`src/rtl/tm_pkg.sv`:
```
package tm_pkg;
    // Symbol codes per tape (2 bits)
    typedef enum logic [1:0] {
        SYM_CIRCLE = 2'd0,
        SYM_BAR    = 2'd1,
        SYM_DASH   = 2'd2,
        SYM_DOT    = 2'd3
    } sym_e;

    // Sequencer states
    typedef enum logic [1:0] {
        ST_LOAD = 2'd0,
        ST_RUN  = 2'd1,
        ST_HALT = 2'd2
    } seq_state_e;
endpackage

```
`src/rtl/tm_step_fsm.sv`:
```
module tm_step_fsm
    import tm_pkg::*;
(
    input  logic clk,
    input  logic rst_n,
    input  logic start_i,
    input  logic halt_i,
    output logic step_en_o,
    output logic load_en_o,
    output logic running_o,
    output logic halted_o
);
    seq_state_e state_q, state_d;

    // next-state logic
    always_comb begin
        state_d = state_q;
        unique case (state_q)
            ST_LOAD: if (start_i) state_d = ST_RUN;
            ST_RUN:  if (halt_i)  state_d = ST_HALT;
            ST_HALT: if (start_i) state_d = ST_RUN;
            default: state_d = ST_LOAD;
        endcase
    end

    // state register
    always_ff @(posedge clk or negedge rst_n) begin
        if (!rst_n) state_q <= ST_LOAD;
        else        state_q <= state_d;
    end

    // outputs
    always_comb begin
        step_en_o = 1'b0;
        load_en_o = 1'b0;
        running_o = 1'b0;
        halted_o  = 1'b0;
        unique case (state_q)
            ST_LOAD: load_en_o = 1'b1;
            ST_RUN: begin
                running_o = 1'b1;
                step_en_o = !halt_i;
            end
            ST_HALT: begin
                load_en_o = 1'b1;
                halted_o  = 1'b1;
            end
            default: load_en_o = 1'b1;
        endcase
    end


    start_run_chk: assert property (@(posedge clk) disable iff (!rst_n)
        (!running_o && start_i) |=> running_o);


    halt_hold_chk: assert property (@(posedge clk) disable iff (!rst_n)
        (halted_o && !start_i) |=> halted_o);


    halt_enter_chk: assert property (@(posedge clk) disable iff (!rst_n)
        (running_o && halt_i) |=> (halted_o && !running_o));
endmodule

```
`src/rtl/tm_head_ctr.sv`:
```
module tm_head_ctr #(
    parameter int CELLS  = 16,
    localparam int ADDR_W = $clog2(CELLS)
) (
    input  logic              clk,
    input  logic              rst_n,
    input  logic              step_en_i,
    input  logic              move_right_i,
    input  logic              load_en_i,
    input  logic              load_we_i,
    input  logic [ADDR_W-1:0] load_val_i,
    output logic [ADDR_W-1:0] head_o
);
    logic [ADDR_W-1:0] head_q, head_d;

    always_comb begin
        head_d = head_q;
        if (step_en_i)
            head_d = move_right_i ? head_q + 1'b1 : head_q - 1'b1;
        else if (load_en_i && load_we_i)
            head_d = load_val_i;
    end

    always_ff @(posedge clk or negedge rst_n) begin
        if (!rst_n) head_q <= '0;
        else        head_q <= head_d;
    end

    assign head_o = head_q;


    head_hold_chk: assert property (@(posedge clk) disable iff (!rst_n)
        (!step_en_i && !(load_en_i && load_we_i)) |=> $stable(head_q));


    head_right_chk: assert property (@(posedge clk) disable iff (!rst_n)
        (step_en_i && move_right_i) |=> head_q == ADDR_W'($past(head_q) + 1));


    head_left_chk: assert property (@(posedge clk) disable iff (!rst_n)
        (step_en_i && !move_right_i) |=> head_q == ADDR_W'($past(head_q) - 1));
endmodule

```
`src/rtl/tm_tape_ram.sv`:
```
module tm_tape_ram #(
    parameter int CELLS  = 16,
    parameter int WORD_W = 4,
    localparam int ADDR_W = $clog2(CELLS)
) (
    input  logic              clk,
    input  logic              rst_n,
    input  logic              we_i,
    input  logic [ADDR_W-1:0] waddr_i,
    input  logic [WORD_W-1:0] wdata_i,
    input  logic [ADDR_W-1:0] raddr_a_i,
    output logic [WORD_W-1:0] rdata_a_o,
    input  logic [ADDR_W-1:0] raddr_b_i,
    output logic [WORD_W-1:0] rdata_b_o
);
    logic [WORD_W-1:0] mem_q [CELLS];

    // write port: mid-cycle, falling edge
    always_ff @(negedge clk or negedge rst_n) begin
        if (!rst_n) begin
            for (int i = 0; i < CELLS; i++) mem_q[i] <= '0;
        end else if (we_i) begin
            mem_q[waddr_i] <= wdata_i;
        end
    end

    // two independent read ports
    assign rdata_a_o = mem_q[raddr_a_i];
    assign rdata_b_o = mem_q[raddr_b_i];


    wr_land_chk: assert property (@(negedge clk) disable iff (!rst_n)
        we_i |=> mem_q[$past(waddr_i)] == $past(wdata_i));


    wr_quiet_chk: assert property (@(negedge clk) disable iff (!rst_n)
        !we_i |=> mem_q[$past(raddr_b_i)] == $past(rdata_b_o));
endmodule

```
`src/rtl/tm_tape_core.sv`:
```
module tm_tape_core
    import tm_pkg::*;
#(
    parameter int CELLS  = 16,
    parameter int SYM_W  = 2,
    localparam int ADDR_W = $clog2(CELLS),
    localparam int WORD_W = 2 * SYM_W
) (
    input  logic              clk,
    input  logic              rst_n,
    input  logic              start_i,
    input  logic              pl_cell_we_i,
    input  logic [ADDR_W-1:0] pl_cell_addr_i,
    input  logic [WORD_W-1:0] pl_cell_word_i,
    input  logic              pl_head_we_i,
    input  logic [ADDR_W-1:0] pl_head_i,
    output logic [WORD_W-1:0] rd_pair_o,
    input  logic [WORD_W-1:0] wr_pair_i,
    input  logic              move_right_i,
    input  logic              halt_i,
    output logic [ADDR_W-1:0] head_o,
    output logic              running_o,
    output logic              halted_o,
    input  logic [ADDR_W-1:0] scan_addr_i,
    output logic [WORD_W-1:0] scan_word_o,
    output logic              scan_at_head_o
);
    logic              step_en, load_en;
    logic              ram_we;
    logic [ADDR_W-1:0] ram_waddr;
    logic [WORD_W-1:0] ram_wdata;

    tm_step_fsm u_fsm (
        .clk       (clk),
        .rst_n     (rst_n),
        .start_i   (start_i),
        .halt_i    (halt_i),
        .step_en_o (step_en),
        .load_en_o (load_en),
        .running_o (running_o),
        .halted_o  (halted_o)
    );

    tm_head_ctr #(.CELLS(CELLS)) u_head (
        .clk          (clk),
        .rst_n        (rst_n),
        .step_en_i    (step_en),
        .move_right_i (move_right_i),
        .load_en_i    (load_en),
        .load_we_i    (pl_head_we_i),
        .load_val_i   (pl_head_i),
        .head_o       (head_o)
    );

    // write arbitration: step write in RUN, preload otherwise
    always_comb begin
        ram_we    = 1'b0;
        ram_waddr = pl_cell_addr_i;
        ram_wdata = pl_cell_word_i;
        if (step_en) begin
            ram_we    = 1'b1;
            ram_waddr = head_o;
            ram_wdata = wr_pair_i;
        end else if (load_en && pl_cell_we_i) begin
            ram_we    = 1'b1;
        end
    end

    tm_tape_ram #(.CELLS(CELLS), .WORD_W(WORD_W)) u_ram (
        .clk       (clk),
        .rst_n     (rst_n),
        .we_i      (ram_we),
        .waddr_i   (ram_waddr),
        .wdata_i   (ram_wdata),
        .raddr_a_i (head_o),
        .rdata_a_o (rd_pair_o),
        .raddr_b_i (scan_addr_i),
        .rdata_b_o (scan_word_o)
    );

    assign scan_at_head_o = (scan_addr_i == head_o);


    halt_freeze_chk: assert property (@(posedge clk) disable iff (!rst_n)
        (running_o && halt_i) |=> (halted_o && $stable(head_o)));


    run_no_load_chk: assert property (@(posedge clk) disable iff (!rst_n)
        (running_o && halt_i && pl_head_we_i) |=> $stable(head_o));


    head_load_chk: assert property (@(posedge clk) disable iff (!rst_n)
        (!running_o && pl_head_we_i) |=> head_o == $past(pl_head_i));
endmodule

```
`config.mk`:
```
export PLATFORM = sky130hd
export DESIGN_NAME = tm_tape_core
export DESIGN_NICKNAME = d
export VERILOG_FILES = /design/src/rtl/tm_pkg.sv /design/src/rtl/tm_step_fsm.sv /design/src/rtl/tm_head_ctr.sv /design/src/rtl/tm_tape_ram.sv /design/src/rtl/tm_tape_core.sv
export SDC_FILE = /design/constraint.sdc
export NUM_CORES = 1
export LEC_CHECK = 0
export BUFFER_PORTS_ARGS = -buffer_cell sky130_fd_sc_hd__buf_2
export CELL_PAD_IN_SITES_DETAIL_PLACEMENT = 1
export CELL_PAD_IN_SITES_GLOBAL_PLACEMENT = 1
export CORE_ASPECT_RATIO = 0.8
export CORE_MARGIN = 2
export CORE_UTILIZATION = 40
export CTS_CLUSTER_DIAMETER = 40
export CTS_CLUSTER_SIZE = 16
export DETAILED_ROUTE_END_ITERATION = 16
export PLACE_DENSITY_LB_ADDON = 0.3
export SLEW_MARGIN = 20
export SYNTH_ARGS = -nofsm -noshare
export SYNTH_HDL_FRONTEND = slang
export SYNTH_SLANG_ARGS = --single-unit
```
`constraint.sdc`:
```
create_clock -name clk -period 5.6 [get_ports clk]
set_input_delay 0.28 -clock clk [delete_from_list [all_inputs] [get_ports clk]]
set_output_delay 0.28 -clock clk [all_outputs]
set_load 0.005 [all_outputs]
```
; ---- Yosys cells after proc, flatten, opt, wreduce, memory -nomap -nowiden
; Cells that the tools add are included.
[classes]
reduce_logical = 8
n_eq_ne = 5
n_bitwise = 3
n_addsub = 2
magnitude_cmp = 4
n_mux = 23
[ops]
columns = cell, count
row1 = bitwise mux 64 bit, 1
row2 = two-way mux 4 bit, 10
row3 = binary-select mux 4 bit (select 4 bit), 2
row4 = demux 4 bit (select 4 bit), 1
row5 = "greater-or-equal comparator 5 bit, second input constant", 3
row6 = NOT 4 -> 5 bit, 3
row7 = two-way mux 1 bit, 6
row8 = "< comparator 5 x 1 -> 1 bit, second input constant", 1
row9 = "adder 4 x 1 -> 4 bit, second input constant", 1
row10 = equality test 4 bit, 1
row11 = two-way mux 2 bit, 2
row12 = case mux 2 bit (2 select lines), 1
row13 = "subtractor 4 x 1 -> 4 bit, second input constant", 1
row14 = logical AND 1 bit, 3
row15 = "equality test 2 x 1 -> 1 bit, second input constant", 1
row16 = "equality test 2 bit, second input constant", 1
row17 = zero test 2 bit, 1
row18 = "inequality test 2 x 1 -> 1 bit, second input constant", 1
row19 = "inequality test 2 bit, second input constant", 1
row20 = AND reduction 2 bit, 1
row21 = nonzero test 2 bit, 1
row22 = OR reduction 2 bit, 1
row23 = zero test 1 bit, 1
[totals]
out_inout_bits = 15
input_bits = 27
register_bits = 70

; ---- Logic depth before layout (Yosys ltp)
; Gate-level depths: netlist (run 1).
[logic_depth]
ltp_word = 9
mapped_depth = 6

; ---- Modules after synthesis
; Synthesis (run 1) repeated with hierarchy kept, for this count alone.
[unflattened]
cells_unflattened = 285
area_unflattened_um2 = 4121.5
[modules_own_cells]
columns = module, instances, seq_area_each_um2, cells_per_inst, area_per_inst_um2
row1 = tm_tape_ram, 1, 1601.5, 234, 3569.7
row2 = tm_head_ctr, 1, 100.1, 27, 269.0
row3 = tm_tape_core, 1, 0.0, 15, 186.4
row4 = tm_step_fsm, 1, 50.0, 9, 96.3

==> results of run 1 <==
-- routing by layer --
layer  vias to the layer above  wire, um  track usage [%]
met1                      1500      5260             29.9
met5                         -         0                0
met2                        78      5400             36.2
li1                       1267         -                -
met3                        10       602             4.95
met4                         0       118             5.92
-- path summary, 6_finish.rpt --
path,from,to,slack [ps]
max in group asynchronous,rst_n,u_ram.mem_q[38],2140
min in group asynchronous,rst_n,u_head.head_o[2],550
hold / removal,start_i,u_fsm.state_q[0],210
setup / recovery,u_fsm.state_q[1],u_ram.mem_q[59],420
hold reg to reg,u_ram.mem_q[56],u_ram.mem_q[56],470
setup reg to reg,u_fsm.state_q[1],u_ram.mem_q[59],420
-- cell usage in the layout, fill, tap and decap left out, drive strengths merged, types with 4 or more instances in the layout --
cell / count
nor2b: 5
o22ai: 16
clkbuf: 13
nand2b: 7
mux4: 32
o32ai: 7
a22oi: 8
buf: 49
mux2: 64
dfrtn: 64
nor2: 6
or2: 4
nand2: 26
xor2: 5
dfrtp: 6
-- sequential cells by signal, summed over array words and instances (netlist names) --
name	cells
u_head.head_o	4
u_ram.mem_q	64
u_fsm.state_q	2
-- critical path: cells and delay by family, from the launching register on --
kind             cells  cell delay (ps)
AO/OA/AOI/OAI        1              480
flip-flops           1              400
multiplexers         1              400
AND/OR/NAND/NOR      2              950
-- kinds of logic (layout without fill, tap and decap cells) --
| family | count (synthesis) | count (layout) |
|---|---|---|
| muxes | 98 | 98 |
| AOI/OAI and AO/OA | 40 | 40 |
| DFF | 70 | 70 |
| and+or+nand+nor | 66 | 66 |
| xor gates and xnor gates | 5 | 5 |
| buffers and inverters | 19 | 67 |
| adders and majority gates | 3 | 3 |
-- power groups by stage --
stage / clock (mW) / sequential [mW] / combinational, mW
after floorplan: 0 / 0.903 / 0.801
after detailed placement: 0 / 0.995 / 1.08
after global placement: 0 / 0.977 / 1.06
after CTS: 0.584 / 0.988 / 1.09
final: 0.571 / 0.991 / 1.08
after global routing: 0.608 / 1.03 / 1.17
-- stage by stage --
stage	utilization (%)	total power [mW]	setup slack (ps)	instances
finish	47.5	2.64	417	489
global route	47.5	2.81	293	489
CTS	47.5	2.66	408	489
detailed placement	44.5	2.08	426	474
global placement	44.5	2.03	546	474
floorplan	-	1.70	954	301
-- layout make-up --
| class | instances | area, um2 | share of cell area [%] |
|---|---|---|---|
| Timing Repair Buffer | 49 | 278 | 5.78 |
| Clock buffer | 13 | 292 | 6.06 |
| Tap cell | 140 | 175 | 3.64 |
| Clock inverter | 2 | 12.5 | 0.260 |
| Multi-Input combinational cell | 212 | 2290 | 47.6 |
| Inverter | 3 | 11.3 | 0.234 |
| Sequential cell | 70 | 1750 | 36.4 |
==> results.md, run 1 <==
- Status: completed
- Seq pwr share: 37.5%
- Post-Syn Area: 0.00412 mm2
- Area contributors post-synth: dfrtn_1 39%, mux2_2 17%, mux4_2 17%, dfrtp_1 3.6%, nand2_1 2.4%
- Post-synth top cells: 64 x dfrtn_1, 64 x mux2_2, 32 x mux4_2, 26 x nand2_1, 14 x o22ai_1
- Leading area contributor after synthesis: dfrtn_1
- Clock Skews: 9.31 ps
- Slew HR: 46.0%
- Worst Setup Start Kind: register
- Synth Area in Adders: 1.09%
- Multiplexer area fraction after synthesis: 35.5%
- Routed WL per cell: 23.3 um
- FFs w/ async S/R, synth: 100%
- Gpl congestion: 0.848
- Hold Path Class: in -> reg
- Synth Area in Compound Gates: 9.48%
- H-tree depth: 3
- Synth Area in XOR/XNOR: 1.06%
- CTS tree: yes
- CTS Buf Count: 9
- RSZ-0062 raised after global routing: false
- Synth unique cells: 40
- Post-synth EDFFs: 0
- Hold Crit Depth: 3
- Post-synthesis sequential area ratio: 42.5%
- Largest net degree at the start of global routing: 39
- Die X: 117 um
- Via density: 5.84
- Placed Area: 0.00450 mm2
- Worst skew pair latency: 340 ps
- Pwr Density: 550 mW/mm2
- Post-route ant nets: 0
- P_leak: 1.98 nW
- IO buf count: 41
- CP Class: reg -> reg
- CP Max Fanout: 12
- Drt first-iter violations: 131
- Critical path, cell by cell: or3b_1 > or2_1 > o22ai_1 > mux2_2
- Crit-path slowest cell: or3b_1
- Setup TNS Final: 0 ps
- Total Wirelength: 11400 um
- Max clock buf depth: 2
- Largest family of logic cells by synthesized area: multiplexers
- IR Drop Worst-Case VDD: 0.197 mV
- Comb pwr share: 40.9%
- GRT Resource Usage Total: 22.0%
- Drt pass-1 iters: 4
- Main synth FF type: dfrtn_1
- Max incr delay on CP: 600 ps
- Clock Power Share: 21.6%
- Synth warn: 0
- Final setup violating endpoints: 0
- CTS Root Cell: clkbuf_16
- Hold-fix buffers, CTS: 0
- Worst setup EP type: register
- Post-CTS sizing: 0
- Post-CTS setup buffers: 0
- Max-slew violation count: 0
- Area growth, synth to finish: 16.7%
- Worst Path Required: 2980 ps
- Synthesized Nets: 331
- Global-route wire length before repair: 18000 um
- Max-capacitance violation count: 0
- Final net count: 375
- Worst-path clk slew: 60 ps
- DR vias: 2855
- Die area: 0.0111 mm2
- Synth Area in Simple Gates: 8.41%
- Die Y: 94.8 um
- Post-layout instance area: 0.00481 mm2
- Worst Path Arrival: 2560 ps
- R2R cell count: 4
- Initial Util: 40.7%
- Clk sinks: 70
- Power Internal: 1.74 mW
- Measured slew at the worst slew-check pin: 811 ps
- Synth top area share: 38.9%
- NetSw: 0.904 mW
- Inserted Diodes: 0
- Vias in the first global route: 3025
- HPWL after DPL: 8320 um
- Site Rows: 33
- Synth Instances: 301
- Core Area: 0.0101 mm2
- I/O pin cnt: 42
- Avg Cell Area, Syn: 13.7 um2
- Layout cells sized above 1: 50.1%
- Switch share: 34.2%
- WHS: 209 ps
- Yosys reg bits: 70
- Initial antenna violation count: 0
- Final Hold Vio Count: 0
- Remaining DRCs: 0
- Total gr overflow: 0
- Fillers: 1055
Power figures use the tool's default switching activity.
==> run 2: changes to the inputs <==
PLACE_DENSITY_LB_ADDON = 0.15   (was 0.3)
SLEW_MARGIN = 15   (was 20)
==> results.md, run 2 (same netlist as run 1, synthesis figures left out) <==
- Die area: 0.0111 mm2
- CTS Buf Count: 9
- Critical Path Source: u_fsm.state_q[1]
- Fillers: 1050
- Critical path, cell by cell: or3b_1 > or2_1 > o22ai_1 > mux2_2
- Multi-input gate area: 0.00229 mm2
- Post-CTS setup buffers: 0
- Worst Path Required: 2980 ps
- Worst skew pair latency: 340 ps
- Status: completed
- Hold-fix buffers, CTS: 0
- Max reg flops: 64
- Top reg by flops: u_ram.mem_q
- Area growth, synth to finish: 16.5%
- IO buf count: 41
- CTS Root Cell: clkbuf_16
- Reg-to-Reg Start: u_fsm.state_q[1]
- Initial antenna violation count: 0
- Layout cells sized above 1: 50.1%
- GRT Resource Usage Total: 22.0%
- RSZ-0062 raised after global routing: false
- IR Drop Worst-Case VDD: 0.217 mV
- Worst Setup Start Kind: register
- Slew HR: 38.7%
- I/O pin cnt: 42
- Worst setup EP type: register
- Vias in the first global route: 3027
- FF+latch area: 0.00175 mm2
- HPWL after DPL: 8210 um
- Die Y: 94.8 um
- CTS tree: yes
- CP Class: reg -> reg
- Core Area: 0.0101 mm2
- Most frequent cells in the layout: 64 x mux2_2, 64 x dfrtn_1, 41 x buf_2
- Die X: 117 um
- Drt first-iter violations: 157
- Core Util, Final: 47.4%
- Total Wirelength: 11100 um
- Largest net degree at the start of global routing: 71
- P_leak: 1.98 nW
- Measured slew at the worst slew-check pin: 920 ps
- Global-route wire length before repair: 18200 um
- Gpl congestion: 0.789
- Max clock buf depth: 2
- Total gr overflow: 0
- Initial Util: 40.7%
- Inserted Diodes: 0
- Via density: 5.87
- H-tree depth: 3
- Clock Skews: 7.18 ps
- Setup TNS Final: 0 ps
- Worst Setup EP: u_ram.mem_q[40]
- Post-CTS sizing: 0
- Worst-path clk slew: 60 ps
- Final Hold Vio Count: 0
- Max incr delay on CP: 550 ps
- R2R cell count: 4
- Clk sinks: 70
- Final net count: 376
- Post-route ant nets: 0
- Crit-path slowest cell: or3b_1
- Remaining DRCs: 0
- Drt pass-1 iters: 4
- CP Max Fanout: 8
- R2R setup slack: 520 ps
- Routed WL per cell: 22.6 um
- Pwr Density: 553 mW/mm2
- Hold Path Class: in -> async
- Max-capacitance violation count: 0
- Worst Path Arrival: 2460 ps
- Reg2reg end: u_ram.mem_q[40]
- Final setup violating endpoints: 0
- DR vias: 2884
- Site Rows: 33
- Max-slew violation count: 0
## run 2: how the worst min path moves through the flow
stage	startpoint	endpoint	slack, ps
2_1_floorplan	rst_n	u_fsm.state_q[0]	-20
3_3_place_gp	u_ram.mem_q[53]	u_ram.mem_q[53]	470
3_5_place_dp	u_ram.mem_q[34]	u_ram.mem_q[34]	480
4_1_cts	halt_i	u_fsm.state_q[1]	190
5_1_grt	halt_i	u_fsm.state_q[1]	200
6_report	rst_n	u_head.head_o[2]	180
## run 2: cell type report
cell class,instances,share of cell area (%)
clock buffers,11,5.06
clock inverters,5,1.20
inverters,3,0.235
multi-input cells,212,47.7
flip-flops and latches,70,36.5
well taps,140,3.65
repair buffers,50,5.68
## run 2: critical path, delay by kind of cell (launching register included)
family             cells  cell delay [ps]
AOI/OAI and AO/OA      1              450
muxes                  1              390
DFF                    1              400
and+or+nand+nor        2              870
## run 2: where the power goes
group	switching [mW]	internal, mW
clock network	0.223	0.357
registers	0.233	0.769
logic	0.461	0.610
## run 2: metal layers
metal  vias up  global-route usage [%]  part of all wire (%)
li1       1275                       -                     -
met5         -                       0                     0
met2        64                    33.6                    43
met1      1532                    32.0                    51
met3        13                    5.25                   4.6
met4         0                    5.02                   1.3
## run 2: metrics by stage
step                std cells  hold WS, ps  instance area (um2)  power (mW)  setup slack, ps
floorplan                 301        -15.6                 4120        1.70              954
global placement          475          466                 4500        2.05              607
detailed placement        475          477                 4500        2.08              565
CTS                       491          195                 4800        2.67              545
global route              491          199                 4800        2.82              370
finish                    491          181                 4800        2.65              525
==> run 3: changes to the inputs <==
CORE_MARGIN = 4   (was 2)
==> results.md, run 3 (same netlist as run 1, synthesis figures left out) <==
- Drt first-iter violations: 269
- Final Hold Vio Count: 0
- Final setup violating endpoints: 0
- IO buf count: 41
- Die Y: 98.8 um
- Die area: 0.0120 mm2
- P_leak: 1.99 nW
- GRT Resource Usage Total: 20.5%
- Pwr Total: 2.74 mW
- Drt pass-1 iters: 5
- H-tree depth: 3
- IR Drop Worst-Case VDD: 0.178 mV
- Routed WL per cell: 23.2 um
- Post-CTS setup buffers: 0
- Initial antenna violation count: 0
- Status: completed
- HPWL after DPL: 8460 um
- Vias in the first global route: 3122
- Die X: 121 um
- Clock Skews: 7.70 ps
- Max clock buf depth: 2
- Final net count: 375
- Remaining DRCs: 0
- Max-slew violation count: 0
- Measured slew at the worst slew-check pin: 901 ps
- Max reg flops: 64
- Max-capacitance violation count: 0
- Comb pwr share: 39.1%
- Most frequent cells in the layout: 64 x mux2_2, 64 x dfrtn_1, 41 x buf_2
- Worst skew pair latency: 340 ps
- Area growth, synth to finish: 17.3%
- Switch share: 33.9%
- Crit-path slowest cell: or3b_1
- Hold-fix buffers, CTS: 0
- CP Class: reg -> reg
- CTS tree: yes
- Power Internal: 1.81 mW
- Total gr overflow: 0
- Largest net degree at the start of global routing: 71
- I/O pin cnt: 42
- Worst setup EP type: register
- Post-CTS sizing: 0
- WHS: 175 ps
- Via density: 5.95
- Setup TNS Final: 0 ps
- CTS Buf Count: 9
- Layout cells sized above 1: 50.0%
- DR vias: 2891
- Core Area: 0.00985 mm2
- Post-route ant nets: 0
- Post-layout instance area: 0.00483 mm2
- Initial Util: 41.8%
- Pwr Density: 567 mW/mm2
- Placed Area: 0.00449 mm2
- Clk sinks: 70
- Clock Power Share: 24.0%
- RSZ-0062 raised after global routing: false
- CTS Root Cell: clkbuf_16
- Max incr delay on CP: 520 ps
- Site Rows: 32
- NetSw: 0.928 mW
- Hold Path Class: in -> async
- Worst-path clk slew: 60 ps
- Critical path, cell by cell: or3b_1 > or2_1 > o22ai_1 > mux2_2
- Worst Setup Start Kind: register
- Worst Path Arrival: 2400 ps
- Global-route wire length before repair: 18500 um
- Cell family with most CP delay: simple AND/OR/NAND/NOR gates
- Top reg by flops: u_ram.mem_q
- Slew HR: 39.9%
- Total Wirelength: 11300 um
- Inserted Diodes: 0
- Bufs and invs on worst path: 0
- Core Util, Final: 49.0%
- Gpl congestion: 0.798
- Worst Path Required: 2980 ps
- Seq pwr share: 36.8%
- CP Max Fanout: 7
-- run 3: changes by cell type in the layout (fill, tap and decap cells not counted), sizes merged --
cell | before | now
clkinv | 2 | 1
buf | 50 | 49
bufinv | 1 | 2
clkbuf | 11 | 12
inv | 4 | 3
-- run 3: final timing paths --
path                            slack [ps]             start  cells after the start               end
worst max-delay path                   580  u_fsm.state_q[1]                      4   u_ram.mem_q[43]
worst min-delay path                   170             rst_n                      2  u_head.head_o[1]
worst max register to register         580  u_fsm.state_q[1]                      4   u_ram.mem_q[43]
worst min register to register         470   u_ram.mem_q[39]                      1   u_ram.mem_q[39]
max in group asynchronous             2150             rst_n                      2    u_ram.mem_q[7]
min in group clk                       210            halt_i                      2  u_fsm.state_q[1]
-- run 3: power by group through the flow --
stage / logic (mW) / clock network (mW) / registers (mW)
4_1_cts: 1.09 / 0.669 / 1.01
3_3_place_gp: 1.05 / 0 / 0.997
2_1_floorplan: 0.801 / 0 / 0.903
5_1_grt: 1.16 / 0.694 / 1.05
6_report: 1.07 / 0.657 / 1.01
3_5_place_dp: 1.08 / 0 / 1.01
-- run 3: layout make-up --
cell class	instances	area (um2)
Sequential cell	70	1750
Multi-Input combinational cell	212	2290
Fill cell	1044	5020
Timing Repair Buffer	49	265
Inverter	3	11.3
Tap cell	136	170
Clock inverter	4	76.3
Clock buffer	12	268
-- run 3: through the flow --
stage                     setup WS (ps)  cells
after detailed placement            564    470
final                               583    486
after global placement              579    470
after CTS                           552    486
after floorplan                     954    301
after global routing                423    486
-- run 3: per-layer routing --
metal  GRT usage, %  wire length (um)  share of wire, %
met5              0                 0                 0
met4           5.51               151               1.3
met2           29.6              4940                44
met1           31.1              5610                50
met3           4.88               579               5.1
